**src/rtl/sp_pkg.sv**
```systemverilog
package sp_pkg;
    localparam int BAUD_W   = 15;
    localparam int OVS      = 16;
    localparam int SYNC_BIT = 4;
    localparam int FRAME_W  = 11;

    typedef enum logic [1:0] {
        SP_SHIFT    = 2'd0,
        SP_ASYNC8   = 2'd1,
        SP_ASYNC9A  = 2'd2,
        SP_ASYNC9   = 2'd3
    } sp_mode_e;

    typedef enum logic [1:0] {
        RX_IDLE, RX_START, RX_DATA, RX_STOP
    } sp_rx_st_e;

    typedef struct packed {
        logic [7:0] data;
        logic       bit9;
        logic       perr;
        logic       ferr;
        logic       accept;
    } sp_rx_res_t;

    function automatic logic even_bit(input logic [8:0] v);
        return ^v;
    endfunction
endpackage

```
**src/rtl/sp_baud.sv**
```systemverilog
module sp_baud
    import sp_pkg::*;
#(
    parameter int W = BAUD_W
) (
    input  logic         clk,
    input  logic         rst,
    input  logic         src_ext,
    input  logic         ext_clk,
    input  logic [W-1:0] reload,
    output logic         tick
);
    logic [2:0]   ext_q;
    logic [W-1:0] cnt;
    logic         event_p;

    assign event_p = src_ext ? (ext_q[1] & ~ext_q[2]) : 1'b1;
    assign tick    = event_p && (cnt == '0);

    always_ff @(posedge clk) begin
        if (rst) begin
            ext_q <= '0;
            cnt   <= '0;
        end else begin
            ext_q <= {ext_q[1:0], ext_clk};
            if (event_p) cnt <= (cnt == '0) ? reload : cnt - 1'b1;
        end
    end
endmodule

```
**src/rtl/sp_tx.sv**
```systemverilog
module sp_tx
    import sp_pkg::*;
#(
    parameter int OV = OVS,
    parameter int SB = SYNC_BIT
) (
    input  logic       clk,
    input  logic       rst,
    input  logic       tick,
    input  sp_mode_e   mode,
    input  logic       par_en,
    input  logic [7:0] data,
    input  logic       bit9,
    input  logic       start,
    input  logic       rxd_s,
    output logic       txd,
    output logic       sclk,
    output logic       busy,
    output logic       done,
    output logic       cap_valid,
    output logic [7:0] cap_data
);
    localparam int SW   = $clog2(OV);
    localparam int HALF = SB / 2;

    logic [FRAME_W-1:0] shreg, frame;
    logic [3:0]         idx, last_idx, frame_last;
    logic [SW-1:0]      sub, sub_last;
    logic               is_sync;
    logic               b8, b9;

    always_comb begin
        b8 = par_en ? even_bit({2'b00, data[6:0]}) : data[7];
        b9 = (par_en && mode == SP_ASYNC9) ? even_bit({1'b0, data}) : bit9;
        unique case (mode)
            SP_SHIFT: begin
                frame      = {3'b111, data};
                frame_last = 4'd7;
            end
            SP_ASYNC8: begin
                frame      = {2'b11, b8, data[6:0], 1'b0};
                frame_last = 4'd9;
            end
            default: begin
                frame      = {1'b1, b9, data, 1'b0};
                frame_last = 4'd10;
            end
        endcase
    end

    assign sub_last = is_sync ? SW'(SB - 1) : SW'(OV - 1);
    assign txd      = busy ? shreg[0] : 1'b1;
    assign sclk     = !(busy && is_sync && (sub < SW'(HALF)));

    always_ff @(posedge clk) begin
        if (rst) begin
            busy      <= 1'b0;
            shreg     <= '1;
            sub       <= '0;
            idx       <= '0;
            last_idx  <= '0;
            is_sync   <= 1'b0;
            done      <= 1'b0;
            cap_valid <= 1'b0;
            cap_data  <= '0;
        end else begin
            done      <= 1'b0;
            cap_valid <= 1'b0;
            if (!busy) begin
                if (start) begin
                    busy     <= 1'b1;
                    shreg    <= frame;
                    idx      <= '0;
                    last_idx <= frame_last;
                    sub      <= '0;
                    is_sync  <= (mode == SP_SHIFT);
                end
            end else if (tick) begin
                if (is_sync && sub == SW'(SB - 1))
                    cap_data <= {rxd_s, cap_data[7:1]};
                if (sub == sub_last) begin
                    sub   <= '0;
                    shreg <= {1'b1, shreg[FRAME_W-1:1]};
                    if (idx == last_idx) begin
                        busy      <= 1'b0;
                        done      <= 1'b1;
                        cap_valid <= is_sync;
                    end else begin
                        idx <= idx + 1'b1;
                    end
                end else begin
                    sub <= sub + 1'b1;
                end
            end
        end
    end
endmodule

```
**src/rtl/sp_rx.sv**
```systemverilog
module sp_rx
    import sp_pkg::*;
#(
    parameter int OV = OVS
) (
    input  logic       clk,
    input  logic       rst,
    input  logic       tick,
    input  sp_mode_e   mode,
    input  logic       par_en,
    input  logic       rxd_s,
    output logic       res_valid,
    output sp_rx_res_t res
);
    localparam int SW  = $clog2(OV);
    localparam int MID = OV / 2 - 1;

    sp_rx_st_e     st;
    sp_mode_e      r_mode;
    logic          r_par;
    logic          rxd_d;
    logic [SW-1:0] sub;
    logic [3:0]    idx;
    logic [8:0]    rbits;
    logic          perr;

    always_comb begin
        if (r_par && r_mode == SP_ASYNC8)     perr = even_bit({1'b0, rbits[7:0]});
        else if (r_par && r_mode == SP_ASYNC9) perr = even_bit(rbits);
        else                                   perr = 1'b0;
    end

    always_ff @(posedge clk) begin
        if (rst) begin
            st        <= RX_IDLE;
            r_mode    <= SP_ASYNC8;
            r_par     <= 1'b0;
            rxd_d     <= 1'b1;
            sub       <= '0;
            idx       <= '0;
            rbits     <= '0;
            res_valid <= 1'b0;
            res       <= '0;
        end else begin
            rxd_d     <= rxd_s;
            res_valid <= 1'b0;
            if (st == RX_IDLE) begin
                if (mode != SP_SHIFT && rxd_d && !rxd_s) begin
                    st     <= RX_START;
                    sub    <= '0;
                    rbits  <= '0;
                    r_mode <= mode;
                    r_par  <= par_en;
                end
            end else if (tick) begin
                if (sub == SW'(MID)) begin
                    if (st == RX_START && rxd_s) begin
                        st <= RX_IDLE;
                    end else if (st == RX_DATA) begin
                        rbits[idx] <= rxd_s;
                    end else if (st == RX_STOP) begin
                        st         <= RX_IDLE;
                        res_valid  <= 1'b1;
                        res.data   <= rbits[7:0];
                        res.bit9   <= rbits[8];
                        res.perr   <= perr;
                        res.ferr   <= !rxd_s;
                        res.accept <= !(r_mode == SP_ASYNC9A && !rbits[8]);
                    end
                end
                if (sub == SW'(OV - 1)) begin
                    sub <= '0;
                    if (st == RX_START) begin
                        st  <= RX_DATA;
                        idx <= '0;
                    end else if (st == RX_DATA) begin
                        if (idx == ((r_mode == SP_ASYNC8) ? 4'd7 : 4'd8)) st <= RX_STOP;
                        else idx <= idx + 1'b1;
                    end
                end else begin
                    sub <= sub + 1'b1;
                end
            end
        end
    end
endmodule

```
**src/rtl/mm_serial_port.sv**
```systemverilog
module mm_serial_port
    import sp_pkg::*;
#(
    parameter int RELOAD_W = BAUD_W
) (
    input  logic                clk,
    input  logic                rst,
    input  logic [1:0]          cfg_mode,
    input  logic                cfg_par_en,
    input  logic                cfg_src_ext,
    input  logic [RELOAD_W-1:0] cfg_reload,
    input  logic                ext_clk,
    input  logic [7:0]          tx_data,
    input  logic                tx_bit9,
    input  logic                tx_start,
    output logic                tx_busy,
    output logic [7:0]          rx_data,
    output logic                rx_bit9,
    output logic                rx_int,
    output logic                tx_int,
    output logic                par_err,
    output logic                frame_err,
    input  logic                rx_int_clr,
    input  logic                tx_int_clr,
    input  logic                status_rd,
    output logic                txd,
    input  logic                rxd,
    output logic                sclk
);
    logic       baud_tick;
    logic [1:0] rxd_q;
    logic       tx_done, cap_valid, res_valid;
    logic [7:0] cap_data;
    sp_rx_res_t res;
    sp_mode_e   mode;

    assign mode = sp_mode_e'(cfg_mode);

    always_ff @(posedge clk) begin
        if (rst) rxd_q <= 2'b11;
        else     rxd_q <= {rxd_q[0], rxd};
    end

    sp_baud #(.W(RELOAD_W)) u_baud (
        .clk(clk), .rst(rst), .src_ext(cfg_src_ext), .ext_clk(ext_clk),
        .reload(cfg_reload), .tick(baud_tick)
    );

    sp_tx u_tx (
        .clk(clk), .rst(rst), .tick(baud_tick), .mode(mode), .par_en(cfg_par_en),
        .data(tx_data), .bit9(tx_bit9), .start(tx_start), .rxd_s(rxd_q[1]),
        .txd(txd), .sclk(sclk), .busy(tx_busy), .done(tx_done),
        .cap_valid(cap_valid), .cap_data(cap_data)
    );

    sp_rx u_rx (
        .clk(clk), .rst(rst), .tick(baud_tick), .mode(mode), .par_en(cfg_par_en),
        .rxd_s(rxd_q[1]), .res_valid(res_valid), .res(res)
    );

    always_ff @(posedge clk) begin
        if (rst) begin
            rx_data   <= '0;
            rx_bit9   <= 1'b0;
            rx_int    <= 1'b0;
            tx_int    <= 1'b0;
            par_err   <= 1'b0;
            frame_err <= 1'b0;
        end else begin
            if (tx_done)         tx_int <= 1'b1;
            else if (tx_int_clr) tx_int <= 1'b0;

            if (cap_valid || (res_valid && res.accept)) rx_int <= 1'b1;
            else if (rx_int_clr)                        rx_int <= 1'b0;

            if (cap_valid) begin
                rx_data <= cap_data;
            end else if (res_valid) begin
                rx_data <= res.data;
                rx_bit9 <= res.bit9;
            end

            if (res_valid && res.perr) par_err <= 1'b1;
            else if (status_rd)        par_err <= 1'b0;

            if (res_valid && res.ferr) frame_err <= 1'b1;
            else if (status_rd)        frame_err <= 1'b0;
        end
    end
endmodule

```
**config.mk**
```make
export PLATFORM = sky130hd
export DESIGN_NAME = mm_serial_port
export DESIGN_NICKNAME = d
export VERILOG_FILES = /design/src/rtl/sp_pkg.sv /design/src/rtl/sp_baud.sv /design/src/rtl/sp_tx.sv /design/src/rtl/sp_rx.sv /design/src/rtl/mm_serial_port.sv
export SDC_FILE = /design/constraint.sdc
export NUM_CORES = 1
export LEC_CHECK = 0
export CORE_ASPECT_RATIO = 1.5
export CORE_MARGIN = 2
export CORE_UTILIZATION = 30
export CTS_CLUSTER_SIZE = 40
export DETAILED_ROUTE_END_ITERATION = 8
export PLACE_DENSITY = 0.52
export SYNTH_ARGS = -nofsm -noshare
export SYNTH_HDL_FRONTEND = slang
export SYNTH_SLANG_ARGS = --single-unit
```
**constraint.sdc**
```tcl
create_clock -name clk -period 4.1 [get_ports clk]
set_clock_uncertainty 0.2 [all_clocks]
set_input_delay 1.025 -clock clk [delete_from_list [all_inputs] [get_ports clk]]
set_output_delay 1.025 -clock clk [all_outputs]
set_load 0.01 [all_outputs]
```
After elaboration in Yosys (flattened, before gate mapping)
Cells that the tools add are included.
Storage, ports and cells
  flip-flop bits (word level): 104
  bits of input ports: 36
  output and inout bits: 16
  word-level logic and storage cells: 188
Operators by class
  $add $sub $neg: 5
  magnitude comparators: 3
  equal/unequal tests: 20
  multiplexer cells: 66
  bitwise gates (word level): 11
  reductions and logical operators: 52
Operators with widths (number)
  $mux W4: 17
  $mux W9: 6
  $mux W11: 4
  $reduce_xor A9 Y1: 4
  $mux W2: 11
  $reduce_bool A2 Y1: 11
  $mux W1: 21
  $pmux W10 S2: 1
  $add A4 B1 Y4 const B: 4
  $mux W8: 2
  $logic_and A1 B1 Y1: 15
  $logic_not A15 Y1: 1
  $mux W15: 1
  $sub A15 B1 Y15 const B: 1
  $eq A4 B4 Y1: 3
  $eq A2 B2 Y1 const B: 5
  $not A1 Y1: 10
  $reduce_and A2 Y1: 5
  $reduce_and A5 Y1: 2
  $bwmux W9: 1
  $ne A2 B2 Y1 const B: 4
  $pmux W4 S2: 1
  $eq A2 B1 Y1 const B: 3
  $reduce_and A3 Y1: 2
  other kinds (17): 22

Depth between registers and ports, before layout
  word-level depth: 11
  depth in mapped cells: 8
  depth with buffers taken out: 7

By module
From an unflattened synthesis, not the netlist that was laid out.
Unflattened totals
  cells, all modules: 574
  area, all modules: 5183.7 µm²
Modules (own cells, without submodules)
  sp_rx: times used 1, cells an instance 220, area an instance 1824.2 µm², seq. area each 720.7 µm²
  sp_tx: times used 1, cells an instance 167, area an instance 1626.6 µm², seq. area each 660.6 µm²
  sp_baud: times used 1, cells an instance 129, area an instance 1093.5 µm², seq. area each 360.3 µm²
  mm_serial_port: times used 1, cells an instance 58, area an instance 639.4 µm², seq. area each 300.3 µm²

Worst setup path before layout
Ideal clock, no wire load.
  kind: input port to flip-flop
  start: input cfg_src_ext
  end: register, netlist name u_rx.res[3]
  data arrival time: 2.166 ns
  required time: 3.772 ns
  slack: 1.606 ns
  stages: 6
  cell sequence: inv_1 o211ai_1 nor4_4 buf_6 mux2i_1 nor2_1
On the way
  word-level cells in the longest chain between the ends: 3
RTL lines
  from (decl): line mm_serial_port.sv:10  | input logic cfg_src_ext,
  $mux W1: line sp_baud.sv:17  | assign event_p = src_ext ? (ext_q[1] & ~ext_q[2]) : 1'b1;
  $logic_and A1 B1 Y1: line sp_baud.sv:18  | assign tick = event_p && (cnt == '0);
  $reduce_and A6 Y1 (no line)
No other way between the ends.
A chain may end at the register's enable or synchronous reset.

Final worst setup path
  start: input cfg_src_ext
  end: register, netlist name u_rx.res[0]
On the way
  word-level cells in the longest chain between the ends: 3
RTL lines (line)
  $mux W1: sp_baud.sv:17
  $logic_and A1 B1 Y1: sp_baud.sv:18
  $reduce_and A6 Y1 (no line)
No other way between the ends.

==> out/qor.txt <==
status - finished, final reports clean
CP arrival - 3.01 ns
Slew Viols, Final - 0
ys async rst share - 0
clk_lat worst skew - 0.34 ns
Power Internal - 0.00193 W
first-pass GRT wire length - 20.8 mm
row count - 58
Hold Crit Endpoint - rxd_q[1]$_SDFF_PP1_
Post-synth EDFFs - 0
leakage power - 2.24 nW
post-CTS sizing - 0
TNS Setup - 0 ns
chip width - 111 um
CP max FO - 12
met3 WL - 282 um
commonest cells in the netlist - dfxtp_1, nor2_1, a21oi_1, mux2i_1, nand2_1
# setup viols final - 0
slack of the critical path - 1.11 ns
Post-Syn Area - 5190 um^2
top routing layer in use - met4
Max IR drop VDD - 0.364 mV
Setup Buffers After CTS - 0
Total GRT Usage - 0.136
largest net degree at the start of global routing - 61
syn avg cell area - 8.92 um^2
drt pass-1 iters - 4
I/O pin count - 52
Cells after DPL - 819
Syn Inst Count - 582
Hold Worst Slack - 0.216 ns
Routed Antenna Nets - 0
vias in the first global route - 4308
die area - 18400 um^2
Die Y - 165 um
Netlist cell types - 67
Critical R2R Launch - u_baud.cnt[5]$_SDFFE_PP0P_
sequential power share - 0.387
Initial Util - 0.308
Seq/Total Area, Yosys - 0.394
CTS root buffer - clkbuf_16
Num CTS Buffers - 9
Yosys reg bits - 102
P&R area growth vs syn - 19.2%
Core ar. - 16800 um^2
GP Congestion - 0.802
Avg WL per Cell - 14.9 um
CTS tree - yes
NumNets Final - 670
Critical-path top delay cell - clkdlybuf4s50_1
internal reg-to-reg setup slack - 1.46 ns
CP cell instances - clkdlybuf4s50_1 -> inv_1 -> o211ai_1 -> nor4_4 -> buf_4 -> nor4bb_1 -> nor3_1
DRT iter0 DRCs - 173
Synth area leaders - dfxtp_1, mux2i_1, nor2_1
# fillers - 1768
worst reg2reg endpoint - u_baud.cnt[13]$_SDFFE_PP0P_
share of the synthesized area in the top cell type - 0.394
WL final - 12.4 mm
worst reg2reg path depth - 5
post-layout min period - 2.99 ns
Detailed Place HPWL - 9.23 mm
initial antenna violation count - 0
Reg clk slew, reported paths - 0.07 ns
Max-slew headroom - 0.360
Post-synth top flop - dfxtp_1
max incr delay on CP - 0.52 ns
Peak Freq - 335 MHz
grt total ovfl - 0
Worst Path Required - 4.12 ns
met2 routed WL - 6.54 mm
buffers added on ports - 51
WHS Path Cells - 1
CP startpoint kind - primary input
CTS Sinks - 102
DP Worst Slack - 0.748 ns
unrepaired setup endpoints after global routing - no
htree depth - 3
CP Class - primary input to flop
Switching Share - 0.366
syn nets - 632
Comb power frac - 0.329
Worst Max-Slew Pin Slew - 0.955 ns
PD cells - 492 nW/um^2
worst hold path class - flop to flop
Via Count - 4329
ratio of cells with drive above 1 in the final layout - 0.0705
period utilisation layout - 0.728
routed vias/inst - 5.19
Clk pwr share - 0.284
maximum buffer depth of the clock tree - 2
Hold Fails Final Rpt - 0
hold_sp - rxd_q[0]$_SDFF_PP1_
hold_buf cts - 0
Post-Route M1 WL - 5.44 mm
drt drc - 0
post-route insts no fill - 834
# diodes - 0
Ys Warns - 0
max-cap viol count - 0
NetSw - 0.00111 W
most frequent cell after synthesis - dfxtp_1
critical path capture point type - flop
cell taking the most area after synthesis - dfxtp_1
==> final cells by class <==
cell class / count / area (um^2) / area share
Multi-Input combinational cell: 432 / 2950 / 0.477
Sequential cell: 102 / 2040 / 0.330
Timing Repair Buffer: 56 / 556 / 0.0898
Tap cell: 210 / 263 / 0.0425
Clock buffer: 9 / 225 / 0.0364
Clock inverter: 6 / 75.1 / 0.0121
Inverter: 19 / 71.3 / 0.0115
==> state kept, by name (all words and copies together) (netlist names), 2 cells and up <==
name	flops
u_baud.ext_q	3
u_rx.st	2
u_rx.rbits	9
u_tx.last_idx	4
u_rx.r_mode	2
u_tx.idx	4
u_rx.sub	4
u_tx.cap_data	8
u_tx.sub	4
u_rx.res	12
u_tx.shreg	10
u_baud.cnt	15
rxd_q	2
rx_data	8
u_rx.idx	4
==> worst max-delay path by stage <==
stage | start | endpoint | slack (ns) | cells after the start
3_5_place_dp | cfg_src_ext | u_rx.res[0]$_SDFFE_PP0P_ | 0.75 | 7
5_1_grt | u_tx.last_idx[2]$_SDFFE_PP0P_ | sclk | 0.96 | 3
6_report | cfg_src_ext | u_rx.res[0]$_SDFFE_PP0P_ | 1.11 | 7
3_3_place_gp | cfg_src_ext | u_rx.res[0]$_SDFFE_PP0P_ | 0.80 | 7
4_1_cts | u_tx.last_idx[2]$_SDFFE_PP0P_ | sclk | 1.10 | 3
2_1_floorplan | cfg_src_ext | u_rx.res[3]$_SDFFE_PP0P_ | 1.61 | 6
==> power by group through the flow <==
stage / logic [W] / registers (W) / clock network, W
after CTS: 0.00101 / 0.00118 / 0.000895
after global routing: 0.00113 / 0.00119 / 0.000932
after global placement: 0.000994 / 0.00120 / 0
after detailed placement: 0.00101 / 0.00120 / 0
after floorplan: 0.000790 / 0.00117 / 0
final: 0.00100 / 0.00118 / 0.000865
==> placed cells by master, fill, tap and decap left out, types with 4 or more instances in the layout <==
master           instances
nor2_1                  71
nand2_1                 39
nand3_1                  9
mux2i_1                 45
a211oi_1                16
or3_1                    4
or2_2                    6
ha_1                    14
nand4_1                 14
nor3_1                   7
a211o_1                  9
o21ai_0                 23
nand2b_1                 7
a311oi_1                 5
inv_1                   18
a21oi_1                 45
xor2_1                   4
dfxtp_1                102
a22oi_1                  5
xnor2_1                 10
clkbuf_16                9
and3_1                   8
a31oi_1                  6
o31ai_1                  5
nor4b_1                  4
nor2b_1                 12
buf_4                    4
clkdlybuf4s50_1         50
or4_1                    5
==> stage by stage <==
stage | area (um^2) | utilization | total power, W
after floorplan | 5190 | - | 0.00196
after global placement | 5880 | 0.349 | 0.00219
after detailed placement | 5880 | 0.349 | 0.00220
after CTS | 6180 | 0.367 | 0.00308
after global routing | 6180 | 0.367 | 0.00325
final | 6180 | 0.367 | 0.00304
==> layer usage <==
| layer | vias to the layer above | global-route usage |
|---|---|---|
| li1 | 2201 | - |
| met1 | 2058 | 0.157 |
| met2 | 60 | 0.259 |
| met3 | 10 | 0.0219 |
| met4 | 0 | 0.0426 |
| met5 | - | 0 |
==> cell families after synthesis <==
group / share of synthesized area
AOI/OAI and AO/OA: 0.178
xor gates and xnor gates: 0.0367
adders and majority gates: 0.0338
buffers and inverters: 0.0376
DFF: 0.394
muxes: 0.0933
and+or+nand+nor: 0.227
==> worst max-delay path, delay by kind of cell <==
family	cells	cell delay, ns
and+or+nand+nor	3	0.85
buffers and inverters	3	0.95
AOI/OAI and AO/OA	1	0.18
Note: power is estimated with default switching activity, not from simulation.
